<file path="src/rtl/burst_pkg.sv">
package burst_pkg;
   typedef enum logic {
      BS_CMD  = 1'b0,
      BS_RESP = 1'b1
   } bseq_state_t;

   localparam logic [2:0] PIN_RESET = 3'b110; // {cs_n, sclk, mosi} idle values
endpackage

</file>
<file path="src/rtl/bseq_pinsync.sv">
module bseq_pinsync #(
   parameter int STAGES = 2
) (
   input  logic clk,
   input  logic rst_n,
   input  logic cs_n,
   input  logic sclk,
   input  logic mosi,
   output logic cs_hi,
   output logic sclk_rise,
   output logic sclk_fall,
   output logic mosi_s
);
   import burst_pkg::*;

   logic [2:0] raw;
   logic [2:0] synced;
   logic       sclk_prev;

   assign raw = {cs_n, sclk, mosi};

   generate
      if (STAGES > 0) begin : g_sync
         logic [2:0] chain [STAGES];
         for (genvar i = 0; i < STAGES; i++) begin : g_stage
            always_ff @(posedge clk or negedge rst_n) begin
               if (!rst_n) chain[i] <= PIN_RESET;
               else if (i == 0) chain[i] <= raw;
               else chain[i] <= chain[(i == 0) ? 0 : i - 1];
            end
         end
         assign synced = chain[STAGES-1];
      end else begin : g_direct
         assign synced = raw;
      end
   endgenerate

   always_ff @(posedge clk or negedge rst_n) begin
      if (!rst_n) sclk_prev <= 1'b1;
      else        sclk_prev <= synced[1];
   end

   assign cs_hi     = synced[2];
   assign mosi_s    = synced[0];
   assign sclk_rise = synced[1] & ~sclk_prev;
   assign sclk_fall = ~synced[1] & sclk_prev;
endmodule

</file>
<file path="src/rtl/bseq_snap.sv">
module bseq_snap #(
   parameter int         WORD_W      = 16,
   parameter int         N_DATA      = 9,
   parameter int         MODE_W      = 3,
   parameter logic [2:0] SCALED_CODE = 3'b010,
   localparam int        N_WORDS     = N_DATA + 1,
   localparam int        WIDX_W      = $clog2(N_WORDS),
   localparam int        BYTES       = WORD_W / 8
) (
   input  logic                        clk,
   input  logic                        rst_n,
   input  logic                        strobe,
   input  logic [N_DATA*WORD_W-1:0]    words_in,
   input  logic [WORD_W-1:0]           ts_in,
   input  logic [MODE_W-1:0]           mode,
   input  logic                        capture,
   input  logic [WIDX_W-1:0]           sel,
   output logic [WORD_W-1:0]           word_out,
   output logic [N_WORDS*WORD_W-1:0]   snap_flat
);
   logic [WORD_W-1:0] hold    [N_DATA];
   logic [WORD_W-1:0] hold_ts;
   logic [WORD_W-1:0] pick    [N_DATA];
   logic [WORD_W-1:0] snap    [N_WORDS];
   logic [WORD_W-1:0] sum;
   logic              scaled;

   assign scaled = (mode == MODE_W'(SCALED_CODE));

   always_ff @(posedge clk or negedge rst_n) begin
      if (!rst_n) begin
         for (int i = 0; i < N_DATA; i++) hold[i] <= '0;
         hold_ts <= '0;
      end else if (strobe) begin
         for (int i = 0; i < N_DATA; i++) hold[i] <= words_in[i*WORD_W +: WORD_W];
         hold_ts <= ts_in;
      end
   end

   always_comb begin
      for (int i = 0; i < N_DATA; i++) pick[i] = hold[i];
      if (scaled) pick[N_DATA-1] = hold_ts;
   end

   always_comb begin
      sum = '0;
      for (int i = 0; i < N_DATA; i++)
         for (int b = 0; b < BYTES; b++)
            sum = sum + WORD_W'(pick[i][b*8 +: 8]);
   end

   always_ff @(posedge clk or negedge rst_n) begin
      if (!rst_n) begin
         for (int i = 0; i < N_WORDS; i++) snap[i] <= '0;
      end else if (capture) begin
         for (int i = 0; i < N_DATA; i++) snap[i] <= pick[i];
         snap[N_DATA] <= sum;
      end
   end

   assign word_out = snap[sel];

   generate
      for (genvar i = 0; i < N_WORDS; i++) begin : g_flat
         assign snap_flat[i*WORD_W +: WORD_W] = snap[i];
      end
   endgenerate
endmodule

</file>
<file path="src/rtl/bseq_fsm.sv">
module bseq_fsm #(
   parameter int          WORD_W    = 16,
   parameter int          N_WORDS   = 10,
   parameter logic [15:0] BURST_CMD = 16'h6800,
   localparam int         BIT_W     = $clog2(WORD_W),
   localparam int         WIDX_W    = $clog2(N_WORDS)
) (
   input  logic              clk,
   input  logic              rst_n,
   input  logic              cs_hi,
   input  logic              rise,
   input  logic              fall,
   input  logic              mosi_s,
   input  logic [WORD_W-1:0] word_in,
   output logic              capture,
   output logic              in_resp,
   output logic [WIDX_W-1:0] widx,
   output logic [BIT_W-1:0]  bidx,
   output logic              miso
);
   import burst_pkg::*;

   bseq_state_t       st;
   logic [WORD_W-1:0] shreg;
   logic [WORD_W-1:0] next_cmd;
   logic              miso_q;
   logic              last_bit;
   logic              last_word;
   logic [BIT_W-1:0]  out_pos;

   assign next_cmd  = {shreg[WORD_W-2:0], mosi_s};
   assign last_bit  = (bidx == BIT_W'(WORD_W-1));
   assign last_word = (widx == WIDX_W'(N_WORDS-1));
   assign out_pos   = BIT_W'(WORD_W-1) - bidx;
   assign capture   = !cs_hi && rise && (st == BS_CMD) && last_bit &&
                      (next_cmd == WORD_W'(BURST_CMD));
   assign in_resp   = (st == BS_RESP);
   assign miso      = in_resp & miso_q;

   always_ff @(posedge clk or negedge rst_n) begin
      if (!rst_n) begin
         st <= BS_CMD; shreg <= '0; bidx <= '0; widx <= '0; miso_q <= 1'b0;
      end else if (cs_hi) begin
         st <= BS_CMD; shreg <= '0; bidx <= '0; widx <= '0; miso_q <= 1'b0;
      end else if (rise) begin
         bidx <= last_bit ? '0 : bidx + 1'b1;
         if (st == BS_CMD) begin
            shreg <= next_cmd;
            if (capture) begin
               st     <= BS_RESP;
               widx   <= '0;
               miso_q <= 1'b0;
            end
         end else if (last_bit) begin
            if (last_word) begin
               st   <= BS_CMD;
               widx <= '0;
            end else begin
               widx <= widx + 1'b1;
            end
         end
      end else if (fall && st == BS_RESP) begin
         miso_q <= word_in[out_pos];
      end
   end
endmodule

</file>
<file path="src/rtl/burst_seq.sv">
module burst_seq #(
   parameter int          WORD_W      = 16,
   parameter int          N_DATA      = 9,
   parameter int          MODE_W      = 3,
   parameter int          SYNC_STAGES = 2,
   parameter logic [15:0] BURST_CMD   = 16'h6800,
   parameter logic [2:0]  SCALED_CODE = 3'b010
) (
   input  logic                     clk,
   input  logic                     rst_n,
   input  logic                     spi_cs_n,
   input  logic                     spi_sclk,
   input  logic                     spi_mosi,
   output logic                     spi_miso,
   input  logic                     sample_stb,
   input  logic [MODE_W-1:0]        sync_mode,
   input  logic [N_DATA*WORD_W-1:0] sense_words,
   input  logic [WORD_W-1:0]        stamp_word
);
   localparam int     N_WORDS  = N_DATA + 1;
   localparam int     WIDX_W   = $clog2(N_WORDS);
   localparam int     BIT_W    = $clog2(WORD_W);
   localparam longint MAX_SUM  = longint'(N_DATA) * (WORD_W / 8) * 255;

   generate
      if (WORD_W % 8 != 0 || (1 << BIT_W) != WORD_W) begin : g_bad_width
         $error("burst_seq: WORD_W must be a power of two and a whole number of bytes");
      end
      if (MAX_SUM >= (longint'(1) << WORD_W)) begin : g_bad_sum
         $error("burst_seq: checksum would overflow WORD_W");
      end
      if (N_DATA < 2 || MODE_W > 3 || MODE_W < 1) begin : g_bad_cfg
         $error("burst_seq: unsupported N_DATA or MODE_W");
      end
   endgenerate

   logic              cs_hi_s, sclk_rise, sclk_fall, mosi_s;
   logic              capture, in_resp;
   logic [WIDX_W-1:0] widx;
   logic [BIT_W-1:0]  bidx;
   logic [WORD_W-1:0] cur_word;
   logic [N_WORDS*WORD_W-1:0] snap_flat;

   bseq_pinsync #(.STAGES(SYNC_STAGES)) u_pins (
      .clk(clk), .rst_n(rst_n), .cs_n(spi_cs_n), .sclk(spi_sclk), .mosi(spi_mosi),
      .cs_hi(cs_hi_s), .sclk_rise(sclk_rise), .sclk_fall(sclk_fall), .mosi_s(mosi_s)
   );

   bseq_snap #(
      .WORD_W(WORD_W), .N_DATA(N_DATA), .MODE_W(MODE_W), .SCALED_CODE(SCALED_CODE)
   ) u_snap (
      .clk(clk), .rst_n(rst_n), .strobe(sample_stb), .words_in(sense_words),
      .ts_in(stamp_word), .mode(sync_mode), .capture(capture), .sel(widx),
      .word_out(cur_word), .snap_flat(snap_flat)
   );

   bseq_fsm #(
      .WORD_W(WORD_W), .N_WORDS(N_WORDS), .BURST_CMD(BURST_CMD)
   ) u_fsm (
      .clk(clk), .rst_n(rst_n), .cs_hi(cs_hi_s), .rise(sclk_rise), .fall(sclk_fall),
      .mosi_s(mosi_s), .word_in(cur_word), .capture(capture), .in_resp(in_resp),
      .widx(widx), .bidx(bidx), .miso(spi_miso)
   );
endmodule

</file>
<file path="config.mk">
export PLATFORM = sky130hd
export DESIGN_NAME = burst_seq
export DESIGN_NICKNAME = d
export VERILOG_FILES = /design/src/rtl/burst_pkg.sv /design/src/rtl/bseq_pinsync.sv /design/src/rtl/bseq_snap.sv /design/src/rtl/bseq_fsm.sv /design/src/rtl/burst_seq.sv
export SDC_FILE = /design/constraint.sdc
export NUM_CORES = 1
export LEC_CHECK = 0
export BUFFER_PORTS_ARGS = -buffer_cell sky130_fd_sc_hd__buf_2
export CAP_MARGIN = 25
export CELL_PAD_IN_SITES_DETAIL_PLACEMENT = 2
export CELL_PAD_IN_SITES_GLOBAL_PLACEMENT = 2
export CORE_MARGIN = 2
export CORE_UTILIZATION = 45
export CTS_CLUSTER_SIZE = 16
export DETAILED_ROUTE_END_ITERATION = 12
export PLACE_DENSITY = 0.84
export SLEW_MARGIN = 20
export SYNTH_ARGS = -nofsm -noshare
export SYNTH_HDL_FRONTEND = slang
export SYNTH_HIERARCHICAL = 1
export SYNTH_SLANG_ARGS = --single-unit
</file>
<file path="constraint.sdc">
create_clock -name clk -period 14.5 [get_ports clk]
set_input_delay 2.9 -clock clk [delete_from_list [all_inputs] [get_ports clk]]
set_output_delay 2.9 -clock clk [all_outputs]
set_load 0.01 [all_outputs]
</file>
# --- Word level (Yosys, flattened, before mapping) ---
# Index checks and enable logic that the tools add are counted.
totals:
  ff_bits: 352
  input_bits: 169
  out_inout_bits: 1
  elab_cells: 106
op_classes:
  n_addsub: 20
  order_cmp: 2
  n_eq_ne: 8
  muxes: 29
  bitwise: 7
  n_reduce_logical: 12
op_table:
  columns: ["op", "count"]
  rows:
  - ["16-bit by 8-bit adder with 16-bit output", 16]
  - ["16-bit binary-select mux with 4-bit select", 1]
  - ["16-bit 2-to-1 mux", 3]
  - ["15-bit 2-to-1 mux", 3]
  - ["4-bit 2-to-1 mux", 9]
  - ["16-bit by 15-bit equality test with 1-bit output, second input constant", 1]
  - ["1-bit 2-to-1 mux", 12]
  - ["8-bit by 8-bit adder with 9-bit output", 1]
  - ["3-bit inequality test, second input constant", 3]
  - ["4-bit by 1-bit adder with 4-bit output, second input constant", 2]
  - ["4-bit equality test, second input constant", 2]
  - ["3-bit AND reduction", 2]
  - ["3-bit nonzero test", 2]
  - ["5-bit greater-or-equal comparator, second input constant", 1]
  - ["1-bit logical AND", 5]
  - ["4-bit by 5-bit < comparator with 1-bit output, second input constant", 1]
  - ["4-bit NOT with 5-bit output", 1]
  - ["1-bit binary-select mux with 4-bit select", 1]
  - ["4-bit subtractor, first input constant", 1]
  - ["1-bit AND", 3]
  - ["3-bit by 2-bit equality test with 1-bit output, second input constant", 1]
  - ["1-bit NOT", 3]
  - ["2-bit inequality test, second input constant", 1]
  - ["2-bit AND reduction", 1]
  - ["other kinds (2)", 2]

# --- Longest topological paths before layout ---
logic_depth:
  depth_word: 17
  mapped_depth: 22

# --- By module ---
# The synthesis kept the hierarchy.
by_module_without_submodules:
  columns: ["mod", "n_inst", "cells_per_inst", "area_each_um2"]
  rows:
  - ["bseq_snap", 1, 1275, 16809.9]
  - ["bseq_fsm", 1, 153, 1397.6]
  - ["bseq_pinsync", 1, 9, 196.4]

# --- Least setup slack after synthesis ---
# Ideal clock, no wire load.
synth_path:
  path_kind: "input to register"
  start: "in sync_mode[2]"
  end: "reg u_snap.snap, in the netlist u_snap/snap_flat[152]"
  setup_ns: 0.120
  arrival_time_ns: 8.311
  t_required_ns: 14.380
  path_slack_ns: 6.069
  stages: 20
  path_cell_list: "nor3b_2 -> buf_4 -> mux2i_1 -> fa_1 -> fa_1 -> fa_1 -> inv_1 -> fa_1 -> fa_1 -> inv_1 -> fa_1 -> inv_1 -> ha_1 -> inv_1 -> fa_1 -> nor2b_4 -> o31a_1 -> o21ai_0 -> a21o_1 -> a31o_2"
synth_via:
  elab_chain_len: 4
synth_rtl:
  columns: ["item", "line", "text"]
  rows:
  - ["start, declared", "burst_seq.sv:16", "input logic [MODE_W-1:0] sync_mode,"]
  - ["3-bit by 2-bit equality test with 1-bit output *", "bseq_snap.sv:28", "assign scaled = (mode == MODE_W'(SCALED_CODE));"]
  - ["16-bit 2-to-1 mux *", "bseq_snap.sv:42", "if (scaled) pick[N_DATA-1] = hold_ts;"]
  - ["16-bit by 8-bit adder with 16-bit output", "bseq_snap.sv:49", "sum = sum + WORD_W'(pick[i][b*8 +: 8]);"]
  - ["16-bit by 8-bit adder with 16-bit output *", "bseq_snap.sv:49", null]
  - ["end signal, assigned by index", "bseq_snap.sv:57", "snap[N_DATA] <= sum;"]
  - ["end, declared", "bseq_snap.sv:24", "logic [WORD_W-1:0] snap [N_WORDS];"]
# Mark *: on every way between the ends. The rest lies on a longest branch, timed or not.
# A chain may end at the register's enable or synchronous reset.

# --- Worst setup path in the final report ---
# Same ends and word-level chain as after synthesis.

==> flow_summary.json <==
{
  "status": "finished clean",
  "grt_pass1_wl_um": 87340,
  "slowest_delay_ns": 0.54,
  "cp_common_cell": "fa_1",
  "final_max_slew_viol_count": 0,
  "period_needed_ns": 8.446,
  "nets": 1917,
  "postCtsSetupBuffers": 0,
  "stdcell_count": 2156,
  "drc": 0,
  "dpl.hpwl_um": 39930,
  "fp.dieArea_um2": 42470,
  "crit_chain": "buf_2, nor3b_2, buf_4, mux2i_1, fa_1, fa_1, fa_1, inv_1, fa_1, fa_1, inv_1, fa_1, inv_1, ha_1, inv_1, fa_1, nor2b_4, o31a_1, o21ai_0, a21o_1, a31o_2",
  "final.period_utilization_pct": 58.25,
  "skew_ns": 0.01700,
  "worst-slew-pin-transition_ns": 0.9185,
  "floorplan.initialDensity_pct": 45.32,
  "grt_pass1_vias": 14328,
  "rsz0062_at_grt": "false",
  "syn_area_um2": 18380,
  "cts.sinks": 349,
  "final-setup-viol-count": 0,
  "max_cap_violations": 0,
  "rows": 74,
  "area_growth_pct": 14.92,
  "overflow": 0,
  "hold_viol": 0,
  "worst_setup_path_start_kind": "input pin",
  "clk_latency_ns": 0.57,
  "ant_nets": 0,
  "wl_um": 56650,
  "h-tree-depth": 2,
  "avgSynthCellArea_um2": 12.82,
  "io_pins": 170,
  "avgRoutedWirePerCell_um": 26.28,
  "firstDrtPassIters": 5,
  "slew_headroom_pct": 38.77,
  "drt_iter0_markers": 677,
  "antenna_cells": 0,
  "clk_path_buf_depth": 3,
  "hp-class": "flop to flop",
  "viasPerCell": 5.500,
  "tns_ns": 0,
  "place_inst": 2084,
  "place.gp.congestion": 0.8494,
  "vias": 11859,
  "antenna_found_initial": 0,
  "path_class": "input pin to flop",
  "cp_data_arrival_time_ns": 8.90,
  "cts-buffers-inserted": 41,
  "max_freq_mhz": 118.4,
  "grt.total_usage_pct": 27.86,
  "hold_buffers": 0,
  "die_y_um": 206.1,
  "io_buffers": 169,
  "core_um2": 40550,
  "path_max_fanout": 16,
  "syn_inst": 1433,
  "ys.warnings.count": 6,
  "drive_above_1_share_pct": 34.85,
  "crit_path_end_kind": "flop",
  "die_w_um": 206.1,
  "path_clk_slew_ns": 0.06,
  "cts_tree": "built",
  "postCtsResizedCells": 0,
  "grt_start_max_net_pins": 91,
  "crit_path_top_delay_cell": "fa_1",
  "syn_nets": 1752,
  "cts_root_buffer": "clkbuf_16",
  "crit_required_ns": 14.95
}
-- metal layers --
layer  vias up  wire, µm  GRT usage (%)
li1       5128         -              -
met1      6379     21930          32.51
met2       244     31030          51.99
met3       108      1638          3.879
met4         0      2053          10.05
met5         -         0              0
-- layout make-up --
type                    instances  area (µm²)
flip-flops and latches        349        8741
clock buffers                  63        1241
well taps                     532       665.6
fillers                      3830       19430
inverters                     184       690.7
repair buffers                188        1049
multi-input cells             834        8647
clock inverters                 6       86.33
-- metrics by stage --
stage                     cell area (µm²)  utilization [%]  setup slack, ns  hold slack, ns
final                               21120            52.08            6.054          0.3433
after global routing                21120            52.08            5.849          0.3549
after CTS                           21050            51.92            6.105          0.3486
after detailed placement            19730            48.64            5.611          0.3434
after global placement              19730            48.64            5.891          0.3362
after floorplan                     18380                -            6.069          0.3312
-- worst paths after layout --
| check | startpoint | end | slack, ns | cells past startpoint |
|---|---|---|---|---|
| max | sync_mode[2] | u_snap/snap_flat[152]$_DFFE_PN0P_ | 6.05 | 21 |
| min | u_pins/g_sync.chain[3]$_DFF_PN0_ | u_pins/synced[0]$_DFF_PN0_ | 0.34 | 0 |
| max reg2reg | u_snap/hold[128]$_DFFE_PN0P_ | u_snap/snap_flat[154]$_DFFE_PN0P_ | 8.37 | 22 |
| min reg2reg | u_pins/g_sync.chain[3]$_DFF_PN0_ | u_pins/synced[0]$_DFF_PN0_ | 0.34 | 0 |
| max in group asynchronous | rst_n | u_snap/snap_flat[71]$_DFFE_PN0P_ | 10.16 | 3 |
| min in group asynchronous | rst_n | u_snap/hold_ts[9]$_DFFE_PN0P_ | 2.29 | 1 |
-- flip-flops by register name, summed over array words and instances, names as in the netlist --
register             cells
u_fsm/widx               4
u_pins/g_sync.chain      3
u_snap/hold            144
u_pins/synced            3
u_fsm/shreg             15
u_fsm/in_resp            1
u_snap/hold_ts          16
u_fsm/miso_q             1
u_fsm/bidx               4
u_snap/snap_flat       157
u_pins/sclk_prev         1
-- cells in the final DEF (no fill, tap or decap), types with 3 or more instances in the layout --
cell type    n
inv_1      183
nand2b_1     3
clkbuf_8     9
dfrtp_1    343
nor3_1       8
fa_1       118
ha_1        32
xnor2_1      5
o21a_1       3
nand3_1     22
dfstp_2      5
clkbuf_1    11
o21ai_0     81
nor2_1      37
buf_4       16
clkbuf_16   43
a21o_1       3
mux2i_1     26
buf_2      167
a21oi_1     42
xor2_1       5
o22ai_1      6
nand2_1     98
mux2_2     264
mux4_2      34
a211oi_1     3
nor4_1       3
nand4_1      3
nor2b_1      5
-- critical path: cells and delay by family --
family	cells	cell delay, ns
fa+ha+maj	8	3.78
compound gates	4	0.87
buf+inv	6	0.72
mux	1	0.32
simple gates	2	0.31
Power is not shown: default switching activity piles up to over one toggle a cycle in this logic, so the estimate is an artifact.
